<file path="src/rtl/hbd_pkg.sv">
package hbd_pkg;

    typedef enum logic [2:0] {
        TGT_CFG  = 3'd0,
        TGT_IO   = 3'd1,
        TGT_MEM  = 3'd2,
        TGT_IACK = 3'd3,
        TGT_ROM  = 3'd4,
        TGT_NONE = 3'd5
    } hbd_tgt_e;

    typedef enum logic [1:0] {
        ST_IDLE  = 2'd0,
        ST_ISSUE = 2'd1,
        ST_RESP  = 2'd2
    } hbd_state_e;

    localparam int unsigned NUM_TGT = 5;

endpackage

</file>
<file path="src/rtl/hbd_window_match.sv">
module hbd_window_match
    import hbd_pkg::*;
#(
    parameter int unsigned  AW          = 32,
    parameter int unsigned  SW          = 3,
    parameter logic [31:0]  CFG_BASE    = 32'h8080_0000,
    parameter logic [31:0]  CFG_SIZE    = 32'h0040_0000,
    parameter logic [31:0]  IO_BASE     = 32'h8000_0000,
    parameter logic [31:0]  IO_SIZE     = 32'h3F80_0000,
    parameter logic [31:0]  SPARSE_SIZE = 32'h0080_0000,
    parameter logic [31:0]  IACK_ADDR   = 32'hBFFF_FFF0,
    parameter logic [31:0]  MEM_BASE    = 32'hC000_0000,
    parameter logic [31:0]  MEM_SIZE    = 32'h3F00_0000,
    parameter logic [31:0]  ROM_BASE    = 32'hFFF0_0000
) (
    input  logic [AW-1:0] addr,
    input  logic [SW-1:0] size,
    output hbd_tgt_e      tgt,
    output logic          low_io
);
    localparam logic [AW:0] CFG_END = {1'b0, CFG_BASE} + {1'b0, CFG_SIZE};
    localparam logic [AW:0] IO_END  = {1'b0, IO_BASE}  + {1'b0, IO_SIZE};
    localparam logic [AW:0] SP_END  = {1'b0, IO_BASE}  + {1'b0, SPARSE_SIZE};
    localparam logic [AW:0] MEM_END = {1'b0, MEM_BASE} + {1'b0, MEM_SIZE};

    logic [AW:0] a;
    logic        cfg_hit, io_hit, iack_hit, mem_hit, rom_hit;

    assign a        = {1'b0, addr};
    assign cfg_hit  = (addr >= CFG_BASE) && (a < CFG_END);
    assign io_hit   = (addr >= IO_BASE)  && (a < IO_END);
    assign low_io   = (addr >= IO_BASE)  && (a < SP_END);
    assign iack_hit = (addr == IACK_ADDR) && (size == SW'(1));
    assign mem_hit  = (addr >= MEM_BASE) && (a < MEM_END);
    assign rom_hit  = (addr >= ROM_BASE);

    always_comb begin
        if (cfg_hit)       tgt = TGT_CFG;
        else if (io_hit)   tgt = TGT_IO;
        else if (iack_hit) tgt = TGT_IACK;
        else if (mem_hit)  tgt = TGT_MEM;
        else if (rom_hit)  tgt = TGT_ROM;
        else               tgt = TGT_NONE;
    end
endmodule

</file>
<file path="src/rtl/hbd_devnum_enc.sv">
module hbd_devnum_enc #(
    parameter int unsigned LANES = 11,
    parameter int unsigned DEV_W = $clog2(LANES + 1)
) (
    input  logic [LANES-1:0] lanes,
    output logic [DEV_W-1:0] devnum
);
    always_comb begin
        devnum = DEV_W'(LANES);
        for (int i = LANES - 1; i >= 0; i--) begin
            if (lanes[i]) devnum = DEV_W'(i);
        end
    end
endmodule

</file>
<file path="src/rtl/hbd_addr_xlate.sv">
module hbd_addr_xlate
    import hbd_pkg::*;
#(
    parameter int unsigned AW          = 32,
    parameter int unsigned DEV_LSB     = 11,
    parameter int unsigned DEV_LANES   = 11,
    parameter int unsigned CONTIG_W    = 16,
    parameter int unsigned SP_LOW_W    = 5,
    parameter int unsigned SP_PAGE_LSB = 12,
    parameter int unsigned SP_PAGE_MSB = 22,
    parameter logic [31:0] IO_BASE     = 32'h8000_0000,
    parameter logic [31:0] MEM_BASE    = 32'hC000_0000,
    parameter logic [31:0] ROM_BASE    = 32'hFFF0_0000
) (
    input  logic [AW-1:0] addr,
    input  hbd_tgt_e      tgt,
    input  logic          low_io,
    input  logic          sparse,
    output logic [AW-1:0] local_addr
);
    localparam int unsigned DEV_W = $clog2(DEV_LANES + 1);

    logic [DEV_W-1:0] devnum;
    logic [AW-1:0]    io_off;
    logic [AW-1:0]    io_packed;

    hbd_devnum_enc #(.LANES(DEV_LANES), .DEV_W(DEV_W)) u_enc (
        .lanes  (addr[DEV_LSB +: DEV_LANES]),
        .devnum (devnum)
    );

    assign io_off    = addr - IO_BASE;
    assign io_packed = AW'(io_off[SP_LOW_W-1:0])
                     | (AW'(io_off[SP_PAGE_MSB:SP_PAGE_LSB]) << SP_LOW_W);

    always_comb begin
        unique case (tgt)
            TGT_CFG:  local_addr = (AW'(devnum) << DEV_LSB) | AW'(addr[DEV_LSB-1:0]);
            TGT_IO: begin
                if (!low_io)     local_addr = io_off;
                else if (sparse) local_addr = io_packed;
                else             local_addr = AW'(io_off[CONTIG_W-1:0]);
            end
            TGT_MEM:  local_addr = addr - MEM_BASE;
            TGT_ROM:  local_addr = addr - ROM_BASE;
            TGT_IACK: local_addr = '0;
            default:  local_addr = addr;
        endcase
    end
endmodule

</file>
<file path="src/rtl/hb_addr_decoder.sv">
module hb_addr_decoder
    import hbd_pkg::*;
#(
    parameter int unsigned AW          = 32,
    parameter int unsigned DW          = 32,
    parameter int unsigned SW          = 3,
    parameter int unsigned VW          = 8,
    parameter int unsigned DEV_LSB     = 11,
    parameter int unsigned DEV_LANES   = 11,
    parameter int unsigned CONTIG_W    = 16,
    parameter int unsigned SP_LOW_W    = 5,
    parameter int unsigned SP_PAGE_LSB = 12,
    parameter int unsigned SP_PAGE_MSB = 22
) (
    input  logic                clk,
    input  logic                rst_n,
    input  logic                io_sparse,
    input  logic                req_valid,
    output logic                req_ready,
    input  logic [AW-1:0]       req_addr,
    input  logic                req_write,
    input  logic [SW-1:0]       req_size,
    input  logic [DW-1:0]       req_wdata,
    output logic                rsp_valid,
    input  logic                rsp_ready,
    output logic [DW-1:0]       rsp_rdata,
    output logic                dec_err,
    output logic [NUM_TGT-1:0]  tgt_sel,
    output logic                tgt_valid,
    output logic [AW-1:0]       tgt_addr,
    output logic                tgt_write,
    output logic [SW-1:0]       tgt_size,
    output logic [DW-1:0]       tgt_wdata,
    input  logic [DW-1:0]       tgt_rdata,
    input  logic [VW-1:0]       iack_vector
);
    hbd_state_e    state, state_nxt;
    hbd_tgt_e      dec_tgt, cur_tgt;
    logic          dec_low_io;
    logic [AW-1:0] dec_addr;
    logic [DW-1:0] rdata_q;
    logic          accept, drop_write;

    hbd_window_match #(.AW(AW), .SW(SW)) u_match (
        .addr   (req_addr),
        .size   (req_size),
        .tgt    (dec_tgt),
        .low_io (dec_low_io)
    );

    hbd_addr_xlate #(
        .AW(AW), .DEV_LSB(DEV_LSB), .DEV_LANES(DEV_LANES), .CONTIG_W(CONTIG_W),
        .SP_LOW_W(SP_LOW_W), .SP_PAGE_LSB(SP_PAGE_LSB), .SP_PAGE_MSB(SP_PAGE_MSB)
    ) u_xlate (
        .addr       (req_addr),
        .tgt        (dec_tgt),
        .low_io     (dec_low_io),
        .sparse     (io_sparse),
        .local_addr (dec_addr)
    );

    assign accept     = req_valid && (state == ST_IDLE);
    assign drop_write = (cur_tgt == TGT_IACK) && tgt_write;

    // state register
    always_ff @(posedge clk or negedge rst_n) begin
        if (!rst_n) state <= ST_IDLE;
        else        state <= state_nxt;
    end

    // transitions: accept, issue_done, resp_taken
    always_comb begin
        state_nxt = state;
        unique case (state)
            ST_IDLE:  if (accept)    state_nxt = ST_ISSUE;
            ST_ISSUE:                state_nxt = ST_RESP;
            ST_RESP:  if (rsp_ready) state_nxt = ST_IDLE;
            default:                 state_nxt = ST_IDLE;
        endcase
    end

    // request capture and response data
    always_ff @(posedge clk or negedge rst_n) begin
        if (!rst_n) begin
            cur_tgt   <= TGT_NONE;
            tgt_addr  <= '0;
            tgt_write <= 1'b0;
            tgt_size  <= '0;
            tgt_wdata <= '0;
            rdata_q   <= '0;
        end else begin
            if (accept) begin
                cur_tgt   <= dec_tgt;
                tgt_addr  <= dec_addr;
                tgt_write <= req_write;
                tgt_size  <= req_size;
                tgt_wdata <= req_wdata;
            end
            if (state == ST_ISSUE) begin
                if (tgt_write)                rdata_q <= '0;
                else if (cur_tgt == TGT_NONE) rdata_q <= '1;
                else if (cur_tgt == TGT_IACK) rdata_q <= DW'(iack_vector);
                else                          rdata_q <= tgt_rdata;
            end
        end
    end

    // outputs
    always_comb begin
        req_ready = 1'b0;
        rsp_valid = 1'b0;
        tgt_valid = 1'b0;
        dec_err   = 1'b0;
        rsp_rdata = rdata_q;
        unique case (state)
            ST_IDLE:  req_ready = 1'b1;
            ST_ISSUE: begin
                dec_err   = (cur_tgt == TGT_NONE);
                tgt_valid = (cur_tgt != TGT_NONE) && !drop_write;
            end
            ST_RESP:  rsp_valid = 1'b1;
            default:  ;
        endcase
        tgt_sel = tgt_valid ? (NUM_TGT'(1) << cur_tgt) : '0;
    end
endmodule

</file>
<file path="config.mk">
export PLATFORM = sky130hd
export DESIGN_NAME = hb_addr_decoder
export DESIGN_NICKNAME = d
export VERILOG_FILES = /design/src/rtl/hbd_pkg.sv /design/src/rtl/hbd_window_match.sv /design/src/rtl/hbd_devnum_enc.sv /design/src/rtl/hbd_addr_xlate.sv /design/src/rtl/hb_addr_decoder.sv
export SDC_FILE = /design/constraint.sdc
export NUM_CORES = 1
export LEC_CHECK = 0
export ABC_AREA = 1
export BUFFER_PORTS_ARGS = -buffer_cell sky130_fd_sc_hd__clkbuf_2
export CAP_MARGIN = 10
export CORE_MARGIN = 5
export CORE_UTILIZATION = 30
export DETAILED_ROUTE_END_ITERATION = 10
export GPL_TIMING_DRIVEN = 0
export PLACE_DENSITY = 0.53
export SETUP_SLACK_MARGIN = 0.3
export SYNTH_ARGS = -nofsm -noshare
export SYNTH_HDL_FRONTEND = slang
export SYNTH_SLANG_ARGS = --single-unit
</file>
<file path="constraint.sdc">
create_clock -name clk -period 1.95 [get_ports clk]
set_input_delay 0.39 -clock clk [delete_from_list [all_inputs] [get_ports clk]]
set_output_delay 0.39 -clock clk [all_outputs]
set_load 0.05 [all_outputs]
</file>
==> impl_metrics.py <==
metrics = {
    "global_routing": {
        "grt_pass1_vias": 5785,
        "grt_use_total_pct": 17.8,
        "grt_remaining_overflow": 0,
        "grt_first_pass_wirelength_um": 31100,
        "grt_start_max_net_pins": 106,
        "initial_antenna_violation_count": 0,
    },
    "status": {
        "violations": "setup timing",
        "run_status": "finished with violations",
    },
    "final_layout": {
        "proportion_of_layout_cells_with_a_drive_suffix_above_1_pct": 45.0,
        "final_nets": 1129,
        "antenna_cells": 0,
        "flow.area_growth_from_synthesis_pct": 57.6,
        "final_core_util_pct": 48.2,
    },
    "routing": {
        "postRouteAntennaNets": 0,
        "first_pass_iters": 5,
        "route.detailed.drc": 0,
        "avgViaCountPerCell": 4.61,
        "route.final.wire_length_um": 19600,
        "vias": 5749,
        "drt-initial-drc-count": 301,
        "route.detailed.wl_per_inst_um": 15.7,
    },
    "yosys": {
        "syn-instance-count": 725,
        "ys_seq_elements": 105,
        "postSynthNetCount": 842,
        "post_synth_num_cell_types": 37,
        "mean_syn_cell_area_um2": 7.61,
        "synth.cell_area_um2": 5520,
        "yosys_warnings": 0,
        "ys_seq_area_share_pct": 47.7,
    },
    "sta": {
        "fin_skew_ns": 0.00826,
        "slew-limit-headroom_pct": 42.8,
        "setup_viol": 6,
        "setup_tns_ns": -0.120,
        "slew_limit_fails": 0,
        "max_slew.worst_pin.slew_ns": 0.858,
        "hold_viol_final": 0,
        "finalWorstSetupSlack_ns": -0.0434,
        "timing.fmax_mhz": 502,
        "grt_setup_unrepaired": "yes",
        "post-route-min-period_ns": 1.99,
        "timing.final.crit_share_pct": 102,
        "finalHoldWorstSlack_ns": 0.155,
    },
    "clock_tree": {
        "cts-buffers-inserted": 9,
        "cts_hold_buf": 0,
        "cts_tree": "yes",
        "cts.sink_count": 105,
        "cts-root-buf": "sky130_fd_sc_hd__clkbuf_16",
        "cts.reportedPaths.clkPinSlew_ns": 0.08,
        "maximum_buffer_depth_of_the_clock_tree": 2,
        "h_tree_lvls": 3,
        "clock_latency_ns": 0.35,
    },
    "setup_path": {
        "critical_path.startpoint": "cur_tgt[0]",
        "critical_path_peak_fanout": 4,
        "timing_worst_setup_path_type": "flip-flop to output port",
        "reg2reg_depth": 9,
        "critical_path.reg2reg.startpoint": "cur_tgt[0]",
        "timing.critical_path.required_ns": 1.56,
        "kind_of_start_point_of_the_critical_path": "flip-flop",
        "worst_r2r_setup_slack_ns": 0.33,
        "reg2reg_to": "rsp_rdata[28]",
        "timing.critical_path.to_type": "output port",
        "worstSetupEndpoint": "tgt_valid",
        "cp_data_arrival_time_ns": 1.60,
    },
    "floorplanning": {
        "die_width_um": 146,
        "num_io_pins": 222,
        "core_area_um2": 18000,
        "vert_die_dim_um": 146,
        "start_util_pct": 30.6,
        "area_enclosed_by_the_die_boundary_um2": 21200,
        "core_rows": 49,
    },
    "placed_design": {
        "routabilityCongestion": 0.822,
        "hpwl_um": 14300,
        "numPortBuffers": 220,
    },
    "flow_run": {
        "max-cap-violations": 0,
    },
    "power": {
        "irDropWorstVdd_mv": 0.980,
        "power.static_leakage_nw": 4.76,
        "report.power.total_mw": 14.0,
        "power_density_nw_per_um2": 1610,
    },
    "worst_hold_path": {
        "hp-class": "input pin to async pin",
    },
}
==> worst max-delay path, stage by stage (launching register included) <==
cell and delay, ns:
sky130_fd_sc_hd__dfstp_2 0.56, sky130_fd_sc_hd__inv_4 0.06, sky130_fd_sc_hd__nor3_4 0.17, sky130_fd_sc_hd__inv_4 0.08, sky130_fd_sc_hd__o21ai_4 0.17, sky130_fd_sc_hd__nor2_2 0.08
sky130_fd_sc_hd__buf_8 0.15
==> cell usage after synthesis (all sizes together) <==
cell / count / share of area, %
nand4: 9 / 1.0
clkinv: 2 / 0.14
a21o: 24 / 3.3
o31ai: 1 / 0.14
nor2: 74 / 5.9
or2: 2 / 0.23
buf: 8 / 1.1
xor2: 2 / 0.32
inv: 55 / 3.7
dfrtp: 103 / 47
nand3b: 1 / 0.14
clkbuf: 23 / 1.6
nand3: 38 / 4.2
nor3: 7 / 0.82
o21ai: 36 / 3.7
o2111ai: 1 / 0.16
ha: 4 / 0.91
a21oi: 41 / 4.2
nor4: 2 / 0.23
dfstp: 2 / 0.95
nand2: 290 / 21
==> repair_timing <==
item                                    in CTS  in global routing
gates cloned                                 0                  3
buffers inserted                            37                 16
endpoints found under the setup margin     105                 99
pin swaps                                   43                 62
gates resized for setup                    107                118
==> cell families (layout without fill, tap and decap cells) <==
group | Yosys count | count (layout) | share of synthesized area (%)
XOR/XNOR | 2 | 2 | 0.318
adder cells (fa/ha/maj) | 4 | 4 | 0.907
AO/OA/AOI/OAI | 103 | 103 | 11.5
flip-flops | 105 | 105 | 47.7
AND/OR/NAND/NOR | 423 | 423 | 33.1
buffers and inverters | 88 | 380 | 6.53
==> state kept, by name, indices dropped and copies added, names as in the netlist <==
name and cells:
tgt_write 1, tgt_addr 32, rsp_rdata 32, cur_tgt 3, tgt_size 3, tgt_wdata 32, state 2
==> per-layer routing <==
layer | vias up | GRT usage, % | share of wire [%]
li1 | 2869 | - | -
met1 | 2642 | 24.0 | 45
met2 | 210 | 27.6 | 45
met3 | 28 | 5.39 | 8.3
met4 | 0 | 5.88 | 2.1
met5 | - | 0 | 0
==> power by group <==
part	internal, mW	leakage [nW]	switching [mW]
registers	3.20	1.30	0.584
logic	2.26	3.31	6.05
clock network	1.02	0.150	0.896
==> area by class of cell <==
class | instances | area, um2
Inverter | 57 | 249
Clock inverter | 7 | 86.3
Clock buffer | 9 | 225
Multi-Input combinational cell | 532 | 3120
Fill cell | 1796 | 9330
Sequential cell | 105 | 2630
Timing Repair Buffer | 276 | 1810
Tap cell | 229 | 287
Buffer | 31 | 284
==> worst min-delay path by stage <==
stage,startpoint,end,slack [ns],depth (start not counted)
after detailed placement,rsp_rdata[28],rsp_rdata[28],0.47,1
after CTS,rst_n,tgt_addr[7],0.19,1
final,rst_n,tgt_addr[7],0.16,1
after global routing,req_wdata[17],tgt_wdata[17],0.22,3
after floorplan,rst_n,cur_tgt[1],0.09,0
after global placement,rsp_rdata[17],rsp_rdata[17],0.46,1
==> through the flow <==
| stage | instance area, um2 | instances | setup slack [ns] |
|---|---|---|---|
| 2_1_floorplan | 5710 | 725 | 0.0497 |
| 3_3_place_gp | 7100 | 1174 | -1.14 |
| 3_5_place_dp | 7110 | 1174 | -0.270 |
| 4_1_cts | 8160 | 1227 | -0.0642 |
| 5_1_grt | 8700 | 1246 | -0.124 |
| 6_report | 8700 | 1246 | -0.0434 |
==> placed cells by master (no fill, tap or decap), drive strengths merged <==
master	n
a21o	24
a21oi	41
buf	79
bufinv	1
clkbuf	237
clkinv	3
clkinvlp	1
dfrtp	103
dfstp	2
ha	4
inv	59
nand2	290
nand3	38
nand3b	1
nand4	9
nor2	74
nor3	7
nor4	2
o2111ai	1
o21ai	36
o31ai	1
or2	2
xor2	2
(Power assumes the default switching activity.)
